`config.mk`:
```
export PLATFORM = sky130hd
export DESIGN_NAME = cascade_counter32
export DESIGN_NICKNAME = d
export VERILOG_FILES = /design/src/rtl/cc_pkg.sv /design/src/rtl/cc_prescale.sv /design/src/rtl/cc_quad_dec.sv /design/src/rtl/cc_channel.sv /design/src/rtl/cascade_counter32.sv
export SDC_FILE = /design/constraint.sdc
export NUM_CORES = 1
export LEC_CHECK = 0
export CAP_MARGIN = 20
export CORE_ASPECT_RATIO = 1.1
export CORE_MARGIN = 2
export CORE_UTILIZATION = 55
export DETAILED_ROUTE_END_ITERATION = 12
export MAX_ROUTING_LAYER = met4
export PLACE_DENSITY = 0.86
export REMOVE_ABC_BUFFERS = 1
export SYNTH_ARGS = -nofsm -noshare
export SYNTH_HDL_FRONTEND = slang
export SYNTH_SLANG_ARGS = --single-unit
```
`constraint.sdc`:
```
create_clock -name clk -period 6.4 [get_ports clk]
set_input_delay 1.28 -clock clk [delete_from_list [all_inputs] [get_ports clk]]
set_output_delay 1.28 -clock clk [all_outputs]
set_load 0.05 [all_outputs]
```
`src/rtl/cc_pkg.sv`:
```
package cc_pkg;

    typedef struct packed {
        logic       en;
        logic [1:0] mode;
        logic [2:0] src;
    } ctrl_t;

    localparam int CTRL_W = $bits(ctrl_t);

    localparam logic [2:0] SEL_LO_CTRL = 3'd0;
    localparam logic [2:0] SEL_LO_CNT  = 3'd1;
    localparam logic [2:0] SEL_HI_CTRL = 3'd2;
    localparam logic [2:0] SEL_HI_CNT  = 3'd3;

    localparam logic [1:0] MODE_PHASE = 2'b01;

    localparam logic [2:0] SRC_CLK1  = 3'b000;
    localparam logic [2:0] SRC_DIV4  = 3'b001;
    localparam logic [2:0] SRC_DIV16 = 3'b010;
    localparam logic [2:0] SRC_DIV64 = 3'b011;
    localparam logic [2:0] SRC_CASC  = 3'b111;

    typedef enum logic [1:0] {
        PH_00 = 2'b00,
        PH_01 = 2'b01,
        PH_11 = 2'b11,
        PH_10 = 2'b10
    } ph_state_t;

    typedef enum logic [1:0] {
        STEP_HOLD,
        STEP_UP,
        STEP_DOWN,
        STEP_LOAD
    } step_t;

endpackage

```
`src/rtl/cc_prescale.sv`:
```
module cc_prescale #(
    parameter int TAP_SHIFT = 2,
    parameter int NUM_TAPS  = 4
) (
    input  logic                clk,
    input  logic                rst_n,
    output logic [NUM_TAPS-1:0] tick
);
    localparam int PS_W = TAP_SHIFT * (NUM_TAPS - 1);

    logic [PS_W-1:0] div_q;

    always_ff @(posedge clk or negedge rst_n) begin
        if (!rst_n) div_q <= '0;
        else        div_q <= div_q + 1'b1;
    end

    assign tick[0] = 1'b1;

    for (genvar i = 1; i < NUM_TAPS; i++) begin : g_tap
        assign tick[i] = &div_q[TAP_SHIFT*i-1:0];
        if (i >= 2) begin : g_nest
            // a slower tap never ticks without the faster one
            a_r2_tap_nesting: assert property (@(posedge clk) disable iff (!rst_n)
                tick[i] |-> tick[i-1]);
        end
    end

endmodule

```
`src/rtl/cc_quad_dec.sv`:
```
module cc_quad_dec
    import cc_pkg::*;
(
    input  logic clk,
    input  logic rst_n,
    input  logic ph_a,
    input  logic ph_b,
    output logic step_up,
    output logic step_dn
);
    logic [1:0] a_sync, b_sync;
    ph_state_t  ph_q, ph_now;

    always_ff @(posedge clk or negedge rst_n) begin
        if (!rst_n) begin
            a_sync <= '0;
            b_sync <= '0;
        end else begin
            a_sync <= {a_sync[0], ph_a};
            b_sync <= {b_sync[0], ph_b};
        end
    end

    assign ph_now = ph_state_t'({a_sync[1], b_sync[1]});

    // state register
    always_ff @(posedge clk or negedge rst_n) begin
        if (!rst_n) ph_q <= PH_00;
        else        ph_q <= ph_now;
    end

    // output decode: forward, backward, hold or ignored jump
    always_comb begin
        step_up = 1'b0;
        step_dn = 1'b0;
        unique case (ph_q)
            PH_00: begin
                step_up = (ph_now == PH_10);
                step_dn = (ph_now == PH_01);
            end
            PH_10: begin
                step_up = (ph_now == PH_11);
                step_dn = (ph_now == PH_00);
            end
            PH_11: begin
                step_up = (ph_now == PH_01);
                step_dn = (ph_now == PH_10);
            end
            PH_01: begin
                step_up = (ph_now == PH_00);
                step_dn = (ph_now == PH_11);
            end
        endcase
    end

    // never both directions at once
    a_r5_dir_exclusive: assert property (@(posedge clk) disable iff (!rst_n)
        !(step_up && step_dn));

    // a step only follows a single-bit phase change
    a_r5_single_change: assert property (@(posedge clk) disable iff (!rst_n)
        (step_up || step_dn) |-> ($countones(ph_q ^ ph_now) == 1));

endmodule

```
`src/rtl/cc_channel.sv`:
```
module cc_channel
    import cc_pkg::*;
#(
    parameter int W = 16
) (
    input  logic         clk,
    input  logic         rst_n,
    input  logic         load,
    input  logic [W-1:0] load_val,
    input  logic         inc,
    input  logic         dec,
    output logic [W-1:0] cnt,
    output logic         wrap_up,
    output logic         wrap_dn
);
    localparam logic [W-1:0] CNT_MAX = '1;

    step_t step;

    always_comb begin
        if (load)     step = STEP_LOAD;
        else if (inc) step = STEP_UP;
        else if (dec) step = STEP_DOWN;
        else          step = STEP_HOLD;
    end

    always_ff @(posedge clk or negedge rst_n) begin
        if (!rst_n) begin
            cnt <= '0;
        end else begin
            unique case (step)
                STEP_LOAD: cnt <= load_val;
                STEP_UP:   cnt <= cnt + 1'b1;
                STEP_DOWN: cnt <= cnt - 1'b1;
                STEP_HOLD: cnt <= cnt;
            endcase
        end
    end

    assign wrap_up = (step == STEP_UP)   && (cnt == CNT_MAX);
    assign wrap_dn = (step == STEP_DOWN) && (cnt == '0);

    // a load takes effect over any count event
    a_r8_load_wins: assert property (@(posedge clk) disable iff (!rst_n)
        load |=> (cnt == $past(load_val)));

    // an upward wrap lands on zero
    a_r4_wrap_to_zero: assert property (@(posedge clk) disable iff (!rst_n)
        wrap_up |=> (cnt == '0));

    // a downward wrap lands on all ones
    a_r6_wrap_to_max: assert property (@(posedge clk) disable iff (!rst_n)
        wrap_dn |=> (cnt == CNT_MAX));

endmodule

```
`src/rtl/cascade_counter32.sv`:
```
module cascade_counter32
    import cc_pkg::*;
#(
    parameter int CNT_W    = 16,
    parameter int PS_SHIFT = 2
) (
    input  logic             clk,
    input  logic             rst_n,
    input  logic             reg_wr,
    input  logic [2:0]       reg_sel,
    input  logic [CNT_W-1:0] reg_wdata,
    input  logic             lo_pha,
    input  logic             lo_phb,
    input  logic             hi_pha,
    input  logic             hi_phb,
    output logic [CNT_W-1:0] lo_count,
    output logic [CNT_W-1:0] hi_count,
    output logic             ovf32,
    output logic             unf32
);
    localparam int NUM_CH   = 2;
    localparam int NUM_TAPS = 4;
    localparam logic [CNT_W-1:0] CNT_MAX = '1;

    ctrl_t ctrl_lo, ctrl_hi;
    logic [NUM_TAPS-1:0] tick;
    logic [NUM_CH-1:0]   ph_a, ph_b, q_up, q_dn;

    logic lo_inc, lo_dec, lo_load, lo_wrap_up, lo_wrap_dn;
    logic hi_inc, hi_dec, hi_load, hi_wrap_up, hi_wrap_dn;
    logic phase_lo, phase_hi, hi_casc;

    always_ff @(posedge clk or negedge rst_n) begin
        if (!rst_n) begin
            ctrl_lo <= '0;
            ctrl_hi <= '0;
        end else if (reg_wr) begin
            if (reg_sel == SEL_LO_CTRL) ctrl_lo <= ctrl_t'(reg_wdata[CTRL_W-1:0]);
            if (reg_sel == SEL_HI_CTRL) ctrl_hi <= ctrl_t'(reg_wdata[CTRL_W-1:0]);
        end
    end

    cc_prescale #(.TAP_SHIFT(PS_SHIFT), .NUM_TAPS(NUM_TAPS)) u_prescale (
        .clk   (clk),
        .rst_n (rst_n),
        .tick  (tick)
    );

    assign ph_a = {hi_pha, lo_pha};
    assign ph_b = {hi_phb, lo_phb};

    for (genvar c = 0; c < NUM_CH; c++) begin : g_dec
        cc_quad_dec u_dec (
            .clk     (clk),
            .rst_n   (rst_n),
            .ph_a    (ph_a[c]),
            .ph_b    (ph_b[c]),
            .step_up (q_up[c]),
            .step_dn (q_dn[c])
        );
    end

    function automatic logic pick_tick(input logic [2:0] src, input logic [NUM_TAPS-1:0] t);
        unique case (src)
            SRC_CLK1:  return t[0];
            SRC_DIV4:  return t[1];
            SRC_DIV16: return t[2];
            SRC_DIV64: return t[3];
            default:   return 1'b0;
        endcase
    endfunction

    assign phase_lo = (ctrl_lo.mode == MODE_PHASE);
    assign phase_hi = (ctrl_hi.mode == MODE_PHASE);
    assign hi_casc  = !phase_hi && (ctrl_hi.src == SRC_CASC);

    assign lo_load = reg_wr && (reg_sel == SEL_LO_CNT);
    assign hi_load = reg_wr && (reg_sel == SEL_HI_CNT);

    always_comb begin
        lo_inc = ctrl_lo.en && (phase_lo ? q_up[0] : pick_tick(ctrl_lo.src, tick));
        lo_dec = ctrl_lo.en && phase_lo && q_dn[0];
    end

    always_comb begin
        if (phase_hi) begin
            hi_inc = ctrl_hi.en && q_up[1];
            hi_dec = ctrl_hi.en && q_dn[1];
        end else if (hi_casc) begin
            hi_inc = ctrl_hi.en && lo_wrap_up;
            hi_dec = ctrl_hi.en && lo_wrap_dn;
        end else begin
            hi_inc = ctrl_hi.en && pick_tick(ctrl_hi.src, tick);
            hi_dec = 1'b0;
        end
    end

    cc_channel #(.W(CNT_W)) u_lo (
        .clk      (clk),
        .rst_n    (rst_n),
        .load     (lo_load),
        .load_val (reg_wdata),
        .inc      (lo_inc),
        .dec      (lo_dec),
        .cnt      (lo_count),
        .wrap_up  (lo_wrap_up),
        .wrap_dn  (lo_wrap_dn)
    );

    cc_channel #(.W(CNT_W)) u_hi (
        .clk      (clk),
        .rst_n    (rst_n),
        .load     (hi_load),
        .load_val (reg_wdata),
        .inc      (hi_inc),
        .dec      (hi_dec),
        .cnt      (hi_count),
        .wrap_up  (hi_wrap_up),
        .wrap_dn  (hi_wrap_dn)
    );

    always_ff @(posedge clk or negedge rst_n) begin
        if (!rst_n) begin
            ovf32 <= 1'b0;
            unf32 <= 1'b0;
        end else begin
            ovf32 <= hi_casc && hi_wrap_up;
            unf32 <= hi_casc && hi_wrap_dn;
        end
    end

    // lower upward wrap carries into the upper half in the same cycle
    a_r4_carry: assert property (@(posedge clk) disable iff (!rst_n)
        (hi_casc && ctrl_hi.en && !hi_load && lo_wrap_up) |=> (hi_count == $past(hi_count) + 1'b1));

    // lower downward wrap borrows from the upper half in the same cycle
    a_r6_borrow: assert property (@(posedge clk) disable iff (!rst_n)
        (hi_casc && ctrl_hi.en && !hi_load && lo_wrap_dn) |=> (hi_count == $past(hi_count) - 1'b1));

    // a lower load never disturbs a cascaded upper half
    a_r8_no_carry_on_load: assert property (@(posedge clk) disable iff (!rst_n)
        (lo_load && !hi_load && hi_casc) |=> $stable(hi_count));

    // reserved sources freeze a normal-mode lower channel
    a_r3_reserved_hold: assert property (@(posedge clk) disable iff (!rst_n)
        (!phase_lo && ctrl_lo.src[2] && !lo_load) |=> $stable(lo_count));

    // a phase-mode upper channel moves only on its own phase steps
    a_r7_own_phase_only: assert property (@(posedge clk) disable iff (!rst_n)
        (phase_hi && !hi_load && !q_up[1] && !q_dn[1]) |=> $stable(hi_count));

    // the flags are exclusive and mark the wrapped value
    a_r9_flags_exclusive: assert property (@(posedge clk) disable iff (!rst_n)
        $onehot0({ovf32, unf32}));
    a_r9_ovf_value: assert property (@(posedge clk) disable iff (!rst_n)
        ovf32 |-> (hi_count == '0 && lo_count == '0));
    a_r9_unf_value: assert property (@(posedge clk) disable iff (!rst_n)
        unf32 |-> (hi_count == CNT_MAX && lo_count == CNT_MAX));

endmodule

```
==> results of run 1 <==
logic make-up (layout without fill, tap and decap cells):
family	after synthesis	in the layout	synth area share, %
xor gates and xnor gates	32	32	6.926
buffers and inverters	25	94	2.469
muxes	22	22	5.811
adders and majority gates	34	34	10.60
AOI/OAI and AO/OA	115	115	18.25
and+or+nand+nor	148	148	17.40
DFF	64	64	38.54
state kept, by name (all words and copies together) (netlist names):
signal              cells
ovf32                   1
ctrl_lo                 6
ctrl_hi                 6
unf32                   1
u_hi.cnt               16
u_lo.cnt               16
g_dec.u_dec.a_sync      4
g_dec.u_dec.ph_q        4
u_prescale.div_q        6
g_dec.u_dec.b_sync      4
metal layers:
layer	vias to the layer above	routed length, µm
li1	1741	-
met5	-	0
met4	0	337
met2	115	5208
met3	32	457
met1	1744	4350
final timing paths:
path	startpoint	end	slack, ns	cells past startpoint
worst max-delay path	reg_wr	u_hi.cnt[15]	0.57	20
worst min-delay path	g_dec[1].u_dec.a_sync[0]	g_dec[1].u_dec.a_sync[1]	0.35	0
worst max register to register	u_prescale.div_q[0]	u_hi.cnt[15]	1.17	21
worst min register to register	g_dec[1].u_dec.a_sync[0]	g_dec[1].u_dec.a_sync[1]	0.35	0
max in group asynchronous	rst_n	u_hi.cnt[0]	4.76	2
min in group asynchronous	rst_n	u_lo.cnt[10]	1.08	2
power groups by stage:
stage                     combinational, mW  sequential (mW)  clock, mW
after global placement                 1.28            0.700          0
final                                  1.33            0.706      0.443
after CTS                              1.32            0.701      0.447
after floorplan                       0.613             1.00          0
after global routing                   1.44            0.724      0.466
after detailed placement               1.31            0.706          0
cell usage after synthesis, types with 2 or more instances:
library cell	number
nand2b_1	5
nor2_1	44
o211ai_1	8
mux2i_1	5
o21bai_1	4
o21a_1	9
inv_1	14
nand3_1	12
o21ai_0	19
dfrtp_1	64
nand3b_1	2
nor2b_1	6
nor3_1	15
a211oi_1	4
xor2_1	13
xnor2_1	18
nor4_1	10
nor3b_1	2
fa_1	2
a211o_1	2
ha_1	32
a21o_1	5
mux2_2	17
nand2_1	31
clkbuf_1	7
a31oi_1	2
and3_1	3
a21oi_1	44
or3_1	2
o311a_1	3
nand4_1	9
or4_1	2
cell type report:
type / instances / area [µm²] / share of cell area, %
multi-input combinational: 351 / 2451 / 48.12
sequential: 64 / 1602 / 31.44
timing repair buffer: 63 / 623.1 / 12.23
clock buffer: 10 / 137.6 / 2.702
clock inverter: 6 / 115.1 / 2.260
tap: 87 / 108.9 / 2.137
inverter: 15 / 56.30 / 1.105
worst reg2reg max path: cells and delay by family, from the launching register on:
family	cells	cell delay, ns
multiplexers	2	0.53
buffers and inverters	2	0.47
AND/OR/NAND/NOR	5	0.94
adder cells (fa/ha/maj)	3	0.79
flip-flops	1	0.41
XOR/XNOR	1	0.08
AO/OA/AOI/OAI	8	1.90
==> metrics, run 1 <==
outcome complete, no violations; Yosys cell types 57; sw frac 46.67%; port bufs 59; CTS clk-pin slew, worst paths 0.08 ns; proportion of layout cells with a drive suffix above 1 8.644%; pre-CTS WS 0.3126 ns; GRT Overall Usage 26.95%; Crit path max-delay family compound AO/OA/AOI/OAI gates; M1 GR Usage 33.83%; GR Util met2 42.56%; met3 Track Usage GR 5.281%; crit-path cells clkdlybuf4s50_1 -> nor2b_1 -> nand3b_1 -> o21ai_0 -> ha_1 -> inv_1 -> nor4_1 -> nand3_1 -> o21ai_2 -> nand2_1 -> inv_1 -> ha_1 -> a211oi_1 -> o211ai_1 -> nand3_1 -> o311ai_1 -> o41ai_1 -> mux2i_1 -> xnor2_1 -> mux2_2; first-pass GRT wire length 16930 µm; die height 95.16 µm; Avg Cell Area, Syn 9.444 µm²; most frequent cells in the layout dfrtp_1, clkdlybuf4s50_1, a21oi_1, nor2_1, ha_1; drt first pass iters 4; CP Data Arrival Time 6.07 ns; core area 7391 µm²; Clock Skews 0.01421 ns; Final WS setup 0.5675 ns; Seq/Total Area, Yosys 38.54%; HPWL after DPL 7523 µm; busiest metal layer after global routing met2; area of the die 8267 µm²; average wire per standard cell 17.37 µm; sw power 1.157 mW; Starting Density 56.22%; Max-Cap Viols 0; predominant post-synthesis flop cell dfrtp_1; Peak VDD IR 276.1 µV; pin count of the biggest net entering global routing 65; most common cell after layout, fill and taps aside dfrtp_1; async set-reset flop share out of synthesis 100.0%; final non-filler cell total 596; power density cells 486.6 nW/µm²; Fin Setup TNS 0 ns; number of synthesized register bits 64; drt drc 0; Synth Cell Area 4155 µm²; RePlAce Congestion 0.8803; PostCTS Resize Cnt 0; RSZ-0062 raised after global routing false; placed cell area 4826 µm²; CP Capture Type register; total CTS buffers 9; grt ovf 0; max incr delay on CP 0.44 ns; Buf+Inv Stages, Crit Path 3; hold slack final 0.3481 ns; Pwr Total 2.478 mW; fin area 5094 µm²; slew of the pin with the lowest slew margin 0.9886 ns; Skew-Pair Late Insertion Delay 0.35 ns; Final nets 564; fin crit period 5.832 ns; Pint 1.322 mW; Routed WL 10350 µm; Yosys top cell by area dfrtp_1; top cell type's share of synthesized area 38.54%; Slew Limit Fails 0; antenna-violating nets left 0; final hold vios 0; required time of the critical path 6.64 ns; Synth area leaders dfrtp_1, ha_1, a21oi_1; Post-synth EDFFs 0; endpoints failing setup 0; CTS tree yes; maximum level of the CTS H-tree 3; Root Driver clkbuf_8; LEAKAGE 2.226 nW; initial antenna violation count 0; Vias 3632; Layout Area Growth over Synthesis 22.58%; Post-CTS Hold Buffers 0; vias in the first global route 3573; Die W 86.88 µm; row count 33; CTS Buffer Depth 2; sequential power share 28.5%; initial DRC count 227; fmax 0.1715 GHz; io pins 60; CP max stage cell clkdlybuf4s50_1; Clk network pwr share 17.9%; critical path startpoint category input port; worst hold path class reg -> reg; Comb power frac 53.7%; Synth warnings 0; # fillers 566; Slew headroom 33.95%; # diodes 0; DP Cell Count 579; Core Util, Final 68.92%; Syn Inst Count 440; Setup CP Type in -> reg; maximum fanout along the worst path 14; clock sink total 64; setup repair bufs after CTS 0; Via-to-Cell Ratio 6.094; final critical-path share of the clock period 91.13%
No activity file was read; power rests on OpenSTA's default activity.
==> run 2, diff against run 1 <==
--- a/config.mk
+++ b/config.mk
@@ -8,10 +8,10 @@
 export CAP_MARGIN = 20
 export CORE_ASPECT_RATIO = 1.1
 export CORE_MARGIN = 2
-export CORE_UTILIZATION = 55
+export CORE_UTILIZATION = 50
 export DETAILED_ROUTE_END_ITERATION = 12
 export MAX_ROUTING_LAYER = met4
-export PLACE_DENSITY = 0.86
+export PLACE_DENSITY = 0.79
 export REMOVE_ABC_BUFFERS = 1
 export SYNTH_ARGS = -nofsm -noshare
 export SYNTH_HDL_FRONTEND = slang
==> metrics, run 2 (synthesis results as in run 1) <==
RSZ-0062 raised after global routing false (unchanged); Multi-input gate area 2451 µm² (unchanged); slew of the pin with the lowest slew margin 1.020 ns (was 0.9886 ns); CTS tree yes (unchanged); endpoints failing setup 0 (unchanged); # diodes 0 (unchanged); Fin Setup TNS 0 ns (unchanged); vias in the first global route 3530 (was 3573); antenna-violating nets left 0 (unchanged); Die W 90.92 µm (was 86.88 µm); area of the die 9057 µm² (was 8267 µm²); Via-to-Cell Ratio 5.723 (was 6.094); Buf+Inv Stages, Crit Path 4 (was 3); Max-Cap Viols 0 (unchanged); Starting Density 51.96% (was 56.22%); HPWL after DPL 7517 µm (was 7523 µm); grt ovf 0 (unchanged); PostCTS Resize Cnt 0 (unchanged); outcome complete, no violations (unchanged); CTS clk-pin slew, worst paths 0.08 ns (about the same); drt drc 0 (unchanged); Vias 3531 (was 3632); maximum level of the CTS H-tree 3 (unchanged); initial DRC count 164 (was 227); final critical-path share of the clock period 86.25% (was 91.13%); io pins 60 (unchanged); RePlAce Congestion 0.9160 (was 0.8803); top flop regs u_hi.cnt (16), u_lo.cnt (16) (unchanged); Register Area 1602 µm² (unchanged); Routed WL 10060 µm (was 10350 µm); worst hold path class reg -> reg (unchanged); fmax 0.1812 GHz (was 0.1715 GHz); row count 34 (was 33); critical path startpoint category input port (unchanged); LEAKAGE 2.211 nW (was 2.226 nW); die height 99.61 µm (was 95.16 µm); proportion of layout cells with a drive suffix above 1 8.644% (unchanged); CP Capture Type register (unchanged); average wire per standard cell 16.30 µm (was 17.37 µm); Layout Area Growth over Synthesis 22.40% (was 22.58%); Clock Skews 0.01228 ns (was 0.01421 ns); port bufs 59 (unchanged); total CTS buffers 9 (unchanged); CP Data Arrival Time 5.75 ns (was 6.07 ns); GRT Overall Usage 23.85% (was 26.95%); CTS Buffer Depth 2 (unchanged); fin crit period 5.520 ns (was 5.832 ns); first-pass GRT wire length 17090 µm (was 16930 µm); Post-CTS Hold Buffers 0 (unchanged); initial antenna violation count 0 (unchanged); maximum fanout along the worst path 9 (was 14); pin count of the biggest net entering global routing 65 (unchanged); # fillers 675 (was 566); CP max stage cell or4_1 (was clkdlybuf4s50_1); drt first pass iters 4 (unchanged); most common cell after layout, fill and taps aside dfrtp_1 (unchanged); crit-path cells clkdlybuf4s50_1 -> nor2b_1 -> nand3b_1 -> o21ai_0 -> ha_1 -> inv_1 -> nor4_1 -> nand3_1 -> o21ai_2 -> nand2_1 -> inv_1 -> buf_4 -> ha_1 -> or4_1 -> nand3_1 -> o311ai_1 -> o41ai_1 -> mux2i_1 -> xnor2_1 -> mux2_2 (was clkdlybuf4s50_1 -> nor2b_1 -> nand3b_1 -> o21ai_0 -> ha_1 -> inv_1 -> nor4_1 -> nand3_1 -> o21ai_2 -> nand2_1 -> inv_1 -> ha_1 -> a211oi_1 -> o211ai_1 -> nand3_1 -> o311ai_1 -> o41ai_1 -> mux2i_1 -> xnor2_1 -> mux2_2); Crit path max-delay family simple AND/OR/NAND/NOR gates (was compound AO/OA/AOI/OAI gates); Setup CP Type in -> reg (unchanged); most frequent cells in the layout dfrtp_1, clkdlybuf4s50_1, a21oi_1, nor2_1, ha_1 (unchanged); Peak VDD IR 330.7 µV (was 276.1 µV); final hold vios 0 (unchanged); Slew Limit Fails 0 (unchanged); core area 7998 µm² (was 7391 µm²); required time of the critical path 6.63 ns (was 6.64 ns); Root Driver clkbuf_8 (unchanged); power density cells 476.5 nW/µm² (was 486.6 nW/µm²); setup repair bufs after CTS 0 (unchanged); Final nets 564 (unchanged); Skew-Pair Late Insertion Delay 0.35 ns (about the same); Pwr Total 2.424 mW (was 2.478 mW); max incr delay on CP 0.49 ns (was 0.44 ns); Slew headroom 31.90% (was 33.95%); clock sink total 64 (unchanged)
## run 2: changes by cell type in the layout (fill, tap and decap cells not counted), sizes merged
| cell | previous run | this run |
|---|---|---|
| bufinv | 3 | 2 |
| clkbuf | 10 | 9 |
| clkinv | 2 | 3 |
| inv | 15 | 16 |
## run 2: power breakdown
| group | switching, mW | leakage (nW) | internal, mW |
|---|---|---|---|
| clock network | 0.177 | 0.110 | 0.223 |
| registers | 0.180 | 0.750 | 0.526 |
| logic | 0.797 | 1.35 | 0.520 |
## run 2: path summary, 6_finish.rpt
path                                          start                       end  slack (ns)  cells after the start
setup / recovery                             reg_wr              u_hi.cnt[15]        0.88                     20
hold / removal             g_dec[1].u_dec.b_sync[0]  g_dec[1].u_dec.b_sync[1]        0.35                      0
setup reg to reg                u_prescale.div_q[0]              u_hi.cnt[15]        1.44                     21
hold reg to reg            g_dec[1].u_dec.b_sync[0]  g_dec[1].u_dec.b_sync[1]        0.35                      0
max in group asynchronous                     rst_n               u_lo.cnt[9]        4.77                      2
min in group asynchronous                     rst_n              u_lo.cnt[10]        1.09                      2
## run 2: cell type report
type / instances / share of cell area, %
clock buffer: 9 / 2.435
clock inverter: 7 / 2.017
inverter: 15 / 1.107
multi-input combinational: 351 / 48.19
sequential: 64 / 31.49
tap: 108 / 2.657
timing repair buffer: 63 / 12.10
## run 2: metrics by stage
stage / hold slack (ns) / utilization (%) / std cells / worst slack, ns / instance area [µm²]
after floorplan: 0.3312 / - / 430 / 1.037 / 4109
after global placement: 0.3323 / 60.76 / 601 / 0.6742 / 4860
after detailed placement: 0.3347 / 60.76 / 601 / 0.5276 / 4860
after CTS: 0.3446 / 63.60 / 617 / 0.8765 / 5086
after global routing: 0.3522 / 63.60 / 617 / 0.4925 / 5086
final: 0.3458 / 63.60 / 617 / 0.8800 / 5086
## run 2: routing by layer
metal / vias to the layer above / routed length, µm / track usage (%) / share of wire (%)
met2: 73 / 5000 / 40.11 / 50
met1: 1698 / 4496 / 29.85 / 45
met4: 0 / 131 / 6.643 / 1.3
met5: - / 0 / - / 0
met3: 11 / 428 / 4.091 / 4.3
li1: 1749 / - / - / -
==> run 3, diff against run 2 <==
--- a/config.mk
+++ b/config.mk
@@ -6,12 +6,15 @@
 export NUM_CORES = 1
 export LEC_CHECK = 0
 export CAP_MARGIN = 20
+export CELL_PAD_IN_SITES_DETAIL_PLACEMENT = 0
+export CELL_PAD_IN_SITES_GLOBAL_PLACEMENT = 1
 export CORE_ASPECT_RATIO = 1.1
 export CORE_MARGIN = 2
-export CORE_UTILIZATION = 50
+export CORE_UTILIZATION = 42
+export CTS_CLUSTER_DIAMETER = 150
 export DETAILED_ROUTE_END_ITERATION = 12
 export MAX_ROUTING_LAYER = met4
-export PLACE_DENSITY = 0.79
+export PLACE_DENSITY = 0.85
 export REMOVE_ABC_BUFFERS = 1
 export SYNTH_ARGS = -nofsm -noshare
 export SYNTH_HDL_FRONTEND = slang
==> metrics, run 3 (synthesis results as in run 1) <==
clock sink total 64 (unchanged); Max-Cap Viols 0 (unchanged); Core Util, Final 52.30% (was 63.60%); maximum fanout along the worst path 14 (was 9); Final WS setup 0.7909 ns (was 0.8800 ns); # fillers 891 (was 675); drt first pass iters 5 (was 4); Die W 98.84 µm (was 90.92 µm); CP Capture Type register (unchanged); Hold Crit Depth 0 (unchanged); GRT Overall Usage 20.53% (was 23.85%); outcome complete, no violations (unchanged); Peak VDD IR 298.5 µV (was 330.7 µV); HPWL after DPL 7505 µm (was 7517 µm); busiest metal layer after global routing met2 (unchanged); M1 GR Usage 26.84% (was 29.85%); proportion of layout cells with a drive suffix above 1 8.644% (unchanged); Fin Setup TNS 0 ns (unchanged); pre-CTS WS 0.4211 ns (was 0.5276 ns); Buf+Inv Stages, Crit Path 3 (was 4); GR Util met2 33.40% (was 40.11%); drt drc 0 (unchanged); critical path startpoint category input port (unchanged); FF-to-FF setup slack 1.42 ns (was 1.44 ns); initial DRC count 140 (was 164); grt ovf 0 (unchanged); CTS tree yes (unchanged); CP max stage cell clkdlybuf4s50_1 (was or4_1); Slew headroom 45.34% (was 31.90%); worst hold path class reg -> reg (unchanged); Root Driver clkbuf_8 (unchanged); setup repair bufs after CTS 0 (unchanged); top flop regs u_hi.cnt (16), u_lo.cnt (16) (unchanged); # diodes 0 (unchanged); area of the die 10710 µm² (was 9057 µm²); vias in the first global route 3480 (was 3530); average wire per standard cell 16.04 µm (was 16.30 µm); Final nets 564 (unchanged); initial antenna violation count 0 (unchanged); fin crit period 5.609 ns (was 5.520 ns); Post-CTS Hold Buffers 0 (unchanged); Setup CP Type in -> reg (unchanged); R2R Path End u_hi.cnt[15] (unchanged); Worst Hold End g_dec[1].u_dec.a_sync[1] (was g_dec[1].u_dec.b_sync[1]); Via-to-Cell Ratio 5.566 (was 5.723); met3 Track Usage GR 3.232% (was 4.091%); CP Data Arrival Time 5.85 ns (was 5.75 ns); core area 9747 µm² (was 7998 µm²); Crit path max-delay family compound AO/OA/AOI/OAI gates (was simple AND/OR/NAND/NOR gates); RePlAce Congestion 0.9164 (was 0.9160); fin area 5097 µm² (was 5086 µm²); CTS clk-pin slew, worst paths 0.07 ns (was 0.08 ns); R2R Path Start u_prescale.div_q[0] (unchanged); required time of the critical path 6.64 ns (was 6.63 ns); port bufs 59 (unchanged); power density cells 471.9 nW/µm² (was 476.5 nW/µm²); antenna-violating nets left 0 (unchanged); CTS Buffer Depth 2 (unchanged); maximum level of the CTS H-tree 3 (unchanged); worst reg2reg path depth 21 (unchanged); io pins 60 (unchanged); Slew Limit Fails 0 (unchanged); placed cell area 4867 µm² (was 4860 µm²); PostCTS Resize Cnt 0 (unchanged); crit-path cells clkdlybuf4s50_1 -> nor2b_1 -> nand3b_1 -> o21ai_0 -> ha_1 -> inv_1 -> nor4_1 -> nand3_1 -> o21ai_2 -> nand2_1 -> inv_1 -> ha_1 -> a211oi_1 -> o211ai_1 -> nand3_1 -> o311ai_1 -> o41ai_1 -> mux2i_1 -> xnor2_1 -> mux2_2 (was clkdlybuf4s50_1 -> nor2b_1 -> nand3b_1 -> o21ai_0 -> ha_1 -> inv_1 -> nor4_1 -> nand3_1 -> o21ai_2 -> nand2_1 -> inv_1 -> buf_4 -> ha_1 -> or4_1 -> nand3_1 -> o311ai_1 -> o41ai_1 -> mux2i_1 -> xnor2_1 -> mux2_2); RSZ-0062 raised after global routing false (unchanged); LEAKAGE 2.211 nW (about the same); most frequent cells in the layout dfrtp_1, clkdlybuf4s50_1, a21oi_1, nor2_1, ha_1 (unchanged); slew of the pin with the lowest slew margin 0.8182 ns (was 1.020 ns); pin count of the biggest net entering global routing 65 (unchanged); die height 108.3 µm (was 99.61 µm); Routed WL 10090 µm (was 10060 µm); row count 38 (was 34); total CTS buffers 9 (unchanged); HP Start g_dec[1].u_dec.a_sync[0] (was g_dec[1].u_dec.b_sync[0]); Clock Skews 0.009282 ns (was 0.01228 ns); Vias 3501 (was 3531); final critical-path share of the clock period 87.64% (was 86.25%); final hold vios 0 (unchanged); max incr delay on CP 0.44 ns (was 0.49 ns); fmax 0.1783 GHz (was 0.1812 GHz); Layout Area Growth over Synthesis 22.67% (was 22.40%); endpoints failing setup 0 (unchanged); Starting Density 42.63% (was 51.96%); Skew-Pair Late Insertion Delay 0.36 ns (was 0.35 ns); first-pass GRT wire length 17150 µm (was 17090 µm); most common cell after layout, fill and taps aside dfrtp_1 (unchanged)
## run 3: cell type report
class                      instances  area (µm²)  share of cell area [%]
clock buffer                       9       123.9                   2.430
clock inverter                     7       95.09                   1.865
inverter                          15       56.30                   1.105
multi-input combinational        351        2451                   48.09
sequential                        64        1602                   31.42
tap                              120       150.1                   2.946
timing repair buffer              63       619.3                   12.15
## run 3: report_power, final
group	switching [mW]	leakage (nW)	internal, mW
registers	0.178	0.750	0.526
clock network	0.167	0.110	0.220
logic	0.792	1.35	0.522
total	1.14	2.21	1.27
## run 3: per-layer routing
layer / up-vias / share of wire, %
li1: 1732 / -
met1: 1689 / 46
met4: 0 / 1.3
met3: 8 / 3.6
met5: - / 0
met2: 72 / 49
## run 3: worst max path at each step
stage / from / endpoint / slack, ns / depth (start not counted)
floorplan: reg_wr / u_hi.cnt[15] / 1.04 / 19
detailed placement: reg_wr / u_hi.cnt[15] / 0.42 / 20
global route: reg_wr / u_hi.cnt[15] / 0.31 / 20
global placement: reg_wr / u_hi.cnt[15] / 0.59 / 20
finish: reg_wr / u_hi.cnt[15] / 0.79 / 20
CTS: reg_wr / u_hi.cnt[15] / 0.77 / 20
## run 3: worst reg2reg max path: cells and delay by family (launching register included)
family | cells | cell delay, ns
simple gates | 5 | 0.83
fa+ha+maj | 3 | 0.76
buf+inv | 2 | 0.46
flops | 1 | 0.40
compound gates | 8 | 1.81
mux | 2 | 0.53
xor+xnor | 1 | 0.08
## run 3: per-stage QoR
stage	instances	total power [mW]	hold WS, ns
5_1_grt	629	2.568	0.3658
3_5_place_dp	612	2.021	0.3418
4_1_cts	628	2.414	0.3585
3_3_place_gp	612	2.000	0.3353
2_1_floorplan	430	1.618	0.3312
6_report	629	2.405	0.3545
